### src/rtl/ssb_pkg.sv
// Package for the configurable registered buffer.
// Holds the shape enum, the fixed positions of the ungated control bits,
// and a helper that builds the ungated-bit mask for a given shape.
// Assumes bus widths no larger than 32 bits for the mask helper.
package ssb_pkg;

    typedef enum logic [1:0] {
        SHAPE_WIDE     = 2'd0,
        SHAPE_NARROW_A = 2'd1,
        SHAPE_NARROW_B = 2'd2
    } shape_e;

    // Control bit positions that escape chip-select gating
    localparam int unsigned SEL_IDX      = 6;
    localparam int unsigned CKE_IDX_A    = 0;
    localparam int unsigned ODT_IDX_A    = 3;
    localparam int unsigned CKE_IDX_B    = 13;
    localparam int unsigned ODT_IDX_B    = 10;

    // Build the mask of bits that load on every edge for a shape
    function automatic logic [31:0] ungated_mask(input shape_e shape);
        logic [31:0] m;
        m = '0;
        m[SEL_IDX] = 1'b1;
        if (shape == SHAPE_NARROW_B) begin
            m[CKE_IDX_B] = 1'b1;
            m[ODT_IDX_B] = 1'b1;
        end else begin
            m[CKE_IDX_A] = 1'b1;
            m[ODT_IDX_A] = 1'b1;
        end
        return m;
    endfunction

endpackage

### src/rtl/ssb_cfg_decode.sv
// Configuration decoder.
// Turns the two static shape pins into a shape code, the mask of bit
// positions that are in use, and the mask of bits exempt from gating.
// Assumes the configuration pins do not change while traffic runs.
module ssb_cfg_decode
    import ssb_pkg::*;
#(
    parameter int unsigned DATA_W   = 25,
    parameter int unsigned NARROW_W = 14
) (
    input  logic              cfg_half,
    input  logic              cfg_bsel,
    output logic [DATA_W-1:0] used_mask,
    output logic [DATA_W-1:0] free_mask
);

    shape_e      shape;
    logic [31:0] full_free;

    // Pick the shape from the two pins; map select only counts when narrow
    always_comb begin
        if (!cfg_half)      shape = SHAPE_WIDE;
        else if (!cfg_bsel) shape = SHAPE_NARROW_A;
        else                shape = SHAPE_NARROW_B;
    end

    // Mark which positions hold live data in the chosen shape
    always_comb begin
        for (int i = 0; i < DATA_W; i++) begin
            used_mask[i] = (shape == SHAPE_WIDE) || (i < NARROW_W);
        end
    end

    // Fetch the ungated positions and trim them to the bus width
    always_comb begin
        full_free = ungated_mask(shape);
        free_mask = full_free[DATA_W-1:0];
    end

endmodule

### src/rtl/ssb_gate_ctl.sv
// Chip-select gating control.
// Works out a per-bit load enable: a bit loads unless both active-low
// selects are high, and ungated control bits load regardless.
// Assumes the select inputs are already synchronous to the clock.
module ssb_gate_ctl #(
    parameter int unsigned DATA_W  = 25,
    parameter int unsigned SEL_POS = 6
) (
    input  logic [DATA_W-1:0] din,
    input  logic              cs_rank_n,
    input  logic [DATA_W-1:0] free_mask,
    output logic [DATA_W-1:0] load_en
);

    logic idle;

    // Both selects deasserted means the bus is idle and may freeze
    always_comb idle = din[SEL_POS] & cs_rank_n;

    // Per-bit enable: load when not idle or when the bit is exempt
    always_comb begin
        for (int i = 0; i < DATA_W; i++) begin
            load_en[i] = !idle || free_mask[i];
        end
    end

endmodule

### src/rtl/ssb_bit_slice.sv
// One registered bit of the buffer.
// Clears on reset, is forced to zero when the position is unused in the
// current shape, loads its input when enabled, and holds otherwise.
// Assumes a synchronous active-low reset.
module ssb_bit_slice (
    input  logic clk,
    input  logic rst_n,
    input  logic used,
    input  logic load,
    input  logic d,
    output logic q
);

    // Storage flop with reset over unused-clear over load over hold
    always_ff @(posedge clk) begin
        if (!rst_n)     q <= 1'b0;
        else if (!used) q <= 1'b0;
        else if (load)  q <= d;
    end

endmodule

### src/rtl/ssb_regbuf.sv
// Configurable command/address registered buffer, top level.
// Registers up to DATA_W inputs with chip-select gating and presents them
// on a primary bus plus, in the narrow shape, an identical secondary copy.
// Assumes cfg_half and cfg_bsel are static and the reset is synchronous.
module ssb_regbuf
    import ssb_pkg::*;
#(
    parameter int unsigned DATA_W   = 25,
    parameter int unsigned NARROW_W = 14
) (
    input  logic                clk,
    input  logic                rst_n,
    input  logic                cfg_half,
    input  logic                cfg_bsel,
    input  logic [DATA_W-1:0]   din,
    input  logic                cs_rank_n,
    output logic [DATA_W-1:0]   q_a,
    output logic [NARROW_W-1:0] q_b
);

    localparam int unsigned SEL_POS = SEL_IDX;

    logic [DATA_W-1:0] used_mask;
    logic [DATA_W-1:0] free_mask;
    logic [DATA_W-1:0] load_en;
    logic [DATA_W-1:0] q_reg;

    ssb_cfg_decode #(.DATA_W(DATA_W), .NARROW_W(NARROW_W)) u_decode (
        .cfg_half  (cfg_half),
        .cfg_bsel  (cfg_bsel),
        .used_mask (used_mask),
        .free_mask (free_mask)
    );

    ssb_gate_ctl #(.DATA_W(DATA_W), .SEL_POS(SEL_POS)) u_gate (
        .din       (din),
        .cs_rank_n (cs_rank_n),
        .free_mask (free_mask),
        .load_en   (load_en)
    );

    for (genvar i = 0; i < DATA_W; i++) begin : g_bit
        ssb_bit_slice u_slice (
            .clk   (clk),
            .rst_n (rst_n),
            .used  (used_mask[i]),
            .load  (load_en[i]),
            .d     (din[i]),
            .q     (q_reg[i])
        );
    end

    // Primary bus carries the register directly
    always_comb q_a = q_reg;

    // Secondary copy mirrors the low bits in the narrow shape only
    always_comb q_b = cfg_half ? q_reg[NARROW_W-1:0] : '0;

    AST_RESET_CLEAR: assert property (@(posedge clk)
        !rst_n |=> (q_a == '0 && q_b == '0));

    AST_LOAD_WHEN_SELECTED: assert property (@(posedge clk) disable iff (!rst_n)
        !(din[SEL_POS] && cs_rank_n) |=> (q_a[1] == $past(din[1])));

    AST_HOLD_WHEN_IDLE: assert property (@(posedge clk) disable iff (!rst_n)
        (din[SEL_POS] && cs_rank_n) |=> (q_a[1] == $past(q_a[1])));

    AST_SELECT_BIT_FOLLOWS: assert property (@(posedge clk) disable iff (!rst_n)
        1'b1 |=> (q_a[SEL_POS] == $past(din[SEL_POS])));

    AST_MAP_B_CKE_FOLLOWS: assert property (@(posedge clk) disable iff (!rst_n)
        (cfg_half && cfg_bsel) |=> (q_a[CKE_IDX_B] == $past(din[CKE_IDX_B])));

    AST_NARROW_UPPER_ZERO: assert property (@(posedge clk) disable iff (!rst_n)
        cfg_half |=> (q_a[DATA_W-1:NARROW_W] == '0));

endmodule

### config.mk
export PLATFORM = sky130hd
export DESIGN_NAME = ssb_regbuf
export DESIGN_NICKNAME = d
export VERILOG_FILES = /design/src/rtl/ssb_pkg.sv /design/src/rtl/ssb_cfg_decode.sv /design/src/rtl/ssb_gate_ctl.sv /design/src/rtl/ssb_bit_slice.sv /design/src/rtl/ssb_regbuf.sv
export SDC_FILE = /design/constraint.sdc
export NUM_CORES = 1
export LEC_CHECK = 0
export CORE_ASPECT_RATIO = 2
export CORE_MARGIN = 5
export CORE_UTILIZATION = 55
export CTS_CLUSTER_DIAMETER = 50
export DETAILED_ROUTE_END_ITERATION = 6
export DONT_BUFFER_PORTS = 1
export GPL_ROUTABILITY_DRIVEN = 1
export PLACE_DENSITY = 0.69
export SYNTH_ARGS = -nofsm -noshare
export SYNTH_HDL_FRONTEND = slang
export SYNTH_HIERARCHICAL = 1
export SYNTH_SLANG_ARGS = --single-unit
export TNS_END_PERCENT = 100
### constraint.sdc
create_clock -name clk -period 1.45 [get_ports clk]
set_input_delay 0.2175 -clock clk [delete_from_list [all_inputs] [get_ports clk]]
set_output_delay 0.2175 -clock clk [all_outputs]
set_load 0.01 [all_outputs]
* Word level (Yosys, flattened, before mapping)
Cells that the tools add are included.
** Cells by class
- Eq/ne operators :: 1
- Reductions and logical operators :: 5
- Mux-type cells :: 5
- Bitwise logic cells :: 1
** Operators with widths (count)
- $mux 14 :: 1
- $mux 2 :: 2
- $eq 2x2->1 const B :: 1
- $logic_not 2->1 :: 1
- $logic_or 1x1->1 :: 2
- $mux 1 :: 2
- $reduce_and 2->1 :: 1
- $and 1x1->1 :: 1
- $logic_not 1->1 :: 1
** Word-level totals
- Register bits :: 25
- Input bits :: 30
- Logic and storage cells :: 37
- Output and inout bits :: 39

* Logic depth before layout (Yosys ltp)
- Word-level depth :: 5
- Mapped depth :: 5
- Depth with buffers taken out :: 4

* By module
The synthesis kept the hierarchy.
** By module, submodules not included
- ssb_bit_slice :: times used 25, area an instance 37.5 um2, cells each 4, sequential area each 20.0 um2
- ssb_cfg_decode :: times used 1, area an instance 374.1 um2, cells each 52, sequential area each 0.0 um2
- ssb_gate_ctl :: times used 1, area an instance 270.3 um2, cells each 31, sequential area each 0.0 um2
- ssb_regbuf :: times used 1, area an instance 111.4 um2, cells each 15, sequential area each 0.0 um2

* Worst setup path after synthesis
Ideal clock, no wire load.
- Path type :: input-to-reg
- Start :: input port cfg_half
- End :: register g_bit[13].u_slice.q
- Arrival time :: 810 ps
- Path slack :: 526 ps
- Data required time :: 1336 ps
- Stages :: 5
- Library setup time :: 114 ps
- Path buffers :: 1
- Path through :: and2_1 > buf_4 > nand3b_1 > mux2i_1 > nor2_1
** Between the ends
- Cells in the longest elaborated chain, start to end :: 4
** Ends and longest elaborated chain
- start: declaration :: RTL line ssb_regbuf.sv:13 : input logic cfg_half,
- $mux 2 :: RTL line ssb_cfg_decode.sv:22 : if (!cfg_half) shape = SHAPE_WIDE;
- $eq 2x2->1 :: RTL line ssb_pkg.sv:25 : if (shape == SHAPE_NARROW_B) begin
- $mux 1 :: RTL line ssb_pkg.sv:25
- via free_mask[13] :: RTL line ssb_regbuf.sv:24 : logic [DATA_W-1:0] free_mask;
- $logic_or 1x1->1 :: RTL line ssb_gate_ctl.sv:23 : load_en[i] = !idle || free_mask[i];
- via load_en[13] :: RTL line ssb_regbuf.sv:25 : logic [DATA_W-1:0] load_en;
- end signal: assignment :: RTL line ssb_bit_slice.sv:16 : if (!rst_n) q <= 1'b0;
- end signal: assignment :: RTL line ssb_bit_slice.sv:17 : else if (!used) q <= 1'b0;
- end signal: assignment :: RTL line ssb_bit_slice.sv:18 : else if (load) q <= d;
- end: declaration :: RTL line ssb_bit_slice.sv:11 : output logic q
The timed path passes the listed nets, and every way through them passes these cells.
A chain may end at the register's enable or synchronous reset.

* Final worst setup path
- Start :: register g_bit[1].u_slice.q
- End :: output port q_b[1]
** Between the ends
- Cells in the longest elaborated chain, start to end :: 1
** Ends and longest elaborated chain
- start: declaration :: RTL line ssb_bit_slice.sv:11
- start signal: assignment :: RTL line ssb_bit_slice.sv:16
- start signal: assignment :: RTL line ssb_bit_slice.sv:17
- start signal: assignment :: RTL line ssb_bit_slice.sv:18
- $mux 14 :: RTL line ssb_regbuf.sv:57 : always_comb q_b = cfg_half ? q_reg[NARROW_W-1:0] : '0;
- end: declaration :: RTL line ssb_regbuf.sv:18 : output logic [NARROW_W-1:0] q_b
No other way between the ends.

==> run metrics <==
outcome=complete, no violations; # port buffers=0; number of flip-flops in the largest register=25; Worst Path Buf+Inv=0; core area=2980 µm²; Avg Cell Area, Syn=8.56 µm²; worst-path cell chain=and2_2; CTS tree=done; vias in the first global route=1,115; Worst Setup Start Kind=register; setup violators final=0; area grow syn2layout=-13.4%; via/cell ratio=4.80; Root Driver=clkbuf_8; LEAKAGE=0.778 nW; slowest CP cell=dfxtp_1; Setup Skew=0 ps; post-layout minimum cycle time=1140 ps; cts repair resizes=0; grt ovf=0; synthesized area=1690 µm²; Fill cells=301; clk sinks=25; Fin. Hold Viols=0; Final TNS setup=0 ps; CP Max Fanout=3; crit path DAT=920 ps; max cap viols=0; Seq/Total Area, Yosys=29.5%; HP Class=input port to register; I/O pins=69; Initial Util=56.9%; Worst-path clk slew=90 ps; Synth cell types=13; layout cell share with drive strength beyond 1=9.39%; Top Family by Delay on Critical Path=flip-flops; Die Y=88.5 µm; H-tree Lvls=1; DR pass1 iterations=4; initial drt markers=13; Total Nets Final=212; Hold Buf Count CTS=0; ant diodes=0; # Post-CTS Setup Buffers=0; fmax=0.876 GHz; Final period util=78.8%; GPL Wtd Cong=0.634; DIE WIDTH=49.2 µm; cts bufs inserted=3; Crit path largest cell delay=440 ps; Max rail drop VDD=0.473 mV; GRT Overall Usage=15.1%; clk buf depth=2; WL final=3060 µm; Worst Setup End Kind=output pin; number of remaining DRC errors=0; area of the die=4360 µm²; Cells after Synth=198; Ys Warns=6; clk_lat worst skew=270 ps; critical path type=register to output pin; #FFs+latches synth=25; initial antenna violation count=0; largest net degree at the start of global routing=27; RSZ-0062 raised after global routing=false; multi-input combinational cell area=878 µm²; placed cells=207; Antenna Nets Post-Route=0; first-pass GRT wire length=5180 µm; Vias=1,012; drt wl/cell=14.5 µm; register area=500 µm²; Req. time, crit path=1230 ps; non-filler cells, final=211; fin. max-slew vios=0; PwrDens=891 nW/µm²; # rows=28; post-DP HPWL=2260 µm
## per-layer routing
layer | routed length, µm | track usage [%]
met5 | 0 | 0
met4 | 53 | 6.86
met3 | 238 | 5.40
met2 | 1700 | 27.6
met1 | 1070 | 14.7
## cells in the final DEF, fill, tap and decap left out
| cell type | count |
|---|---|
| and2_1 | 5 |
| and2_2 | 10 |
| clkbuf_8 | 3 |
| clkinv_2 | 1 |
| conb_1 | 35 |
| dfxtp_1 | 25 |
| inv_1 | 1 |
| mux2i_1 | 25 |
| nand2_1 | 26 |
| nand3b_1 | 22 |
| nand3b_2 | 3 |
| nor2_1 | 25 |
## Yosys cell counts
| library cell | instances | share of area, % |
|---|---|---|
| inv_1 | 1 | 0.22 |
| buf_8 | 1 | 0.89 |
| buf_4 | 47 | 21 |
| nand3b_2 | 3 | 2.0 |
| conb_1 | 2 | 0.44 |
| and2_1 | 5 | 1.8 |
| dfxtp_1 | 25 | 30 |
| mux2i_1 | 25 | 15 |
| buf_6 | 6 | 4.0 |
| nand3b_1 | 22 | 9.7 |
| nand2_1 | 26 | 5.8 |
| and2_2 | 10 | 4.4 |
| nor2_1 | 25 | 5.5 |
## area by class of cell
cell class,instances,area share [%]
well taps,30,2.56
multi-input cells,151,59.9
clock buffers,3,2.82
inverters,1,0.256
clock inverters,1,0.341
flip-flops and latches,25,34.1
## cells by family (layout without fill, tap and decap cells)
family,count (synthesis),in the layout,share of synthesized area (%)
DFF,25,25,29.5
and+or+nand+nor,91,91,29.3
muxes,25,25,14.8
buffers and inverters,55,5,25.9
other,2,35,0.443
## where the power goes
group | leakage [nW] | internal [mW] | total [mW] | switching (mW)
clock network | 0.0255 | 0.192 | 0.421 | 0.229
logic | 0.547 | 0.0704 | 0.134 | 0.0635
registers | 0.205 | 0.716 | 0.751 | 0.0355
## per-stage QoR
| step | cell area [µm²] | hold WS [ps] | setup WS, ps | power (mW) | utilization, % |
|---|---|---|---|---|---|
| floorplan | 1820 | 343 | 526 | 1.01 | - |
| global placement | 1420 | 350 | 617 | 0.894 | 47.7 |
| detailed placement | 1420 | 352 | 592 | 0.901 | 47.7 |
| CTS | 1470 | 54.1 | 297 | 1.33 | 49.2 |
| global route | 1470 | 52.8 | 254 | 1.38 | 49.2 |
| finish | 1470 | 60.1 | 308 | 1.31 | 49.2 |
## worst paths after layout
kind | start | slack, ps | end | cells after the start
max reg2reg | g_bit[1].u_slice/q | 760 | g_bit[1].u_slice/q | 2
min | rst_n | 60 | g_bit[7].u_slice/q | 2
min reg2reg | g_bit[19].u_slice/q | 560 | g_bit[19].u_slice/q | 2
max | g_bit[1].u_slice/q | 310 | q_b[1] | 1
Note: power is estimated with default switching activity, not from simulation.
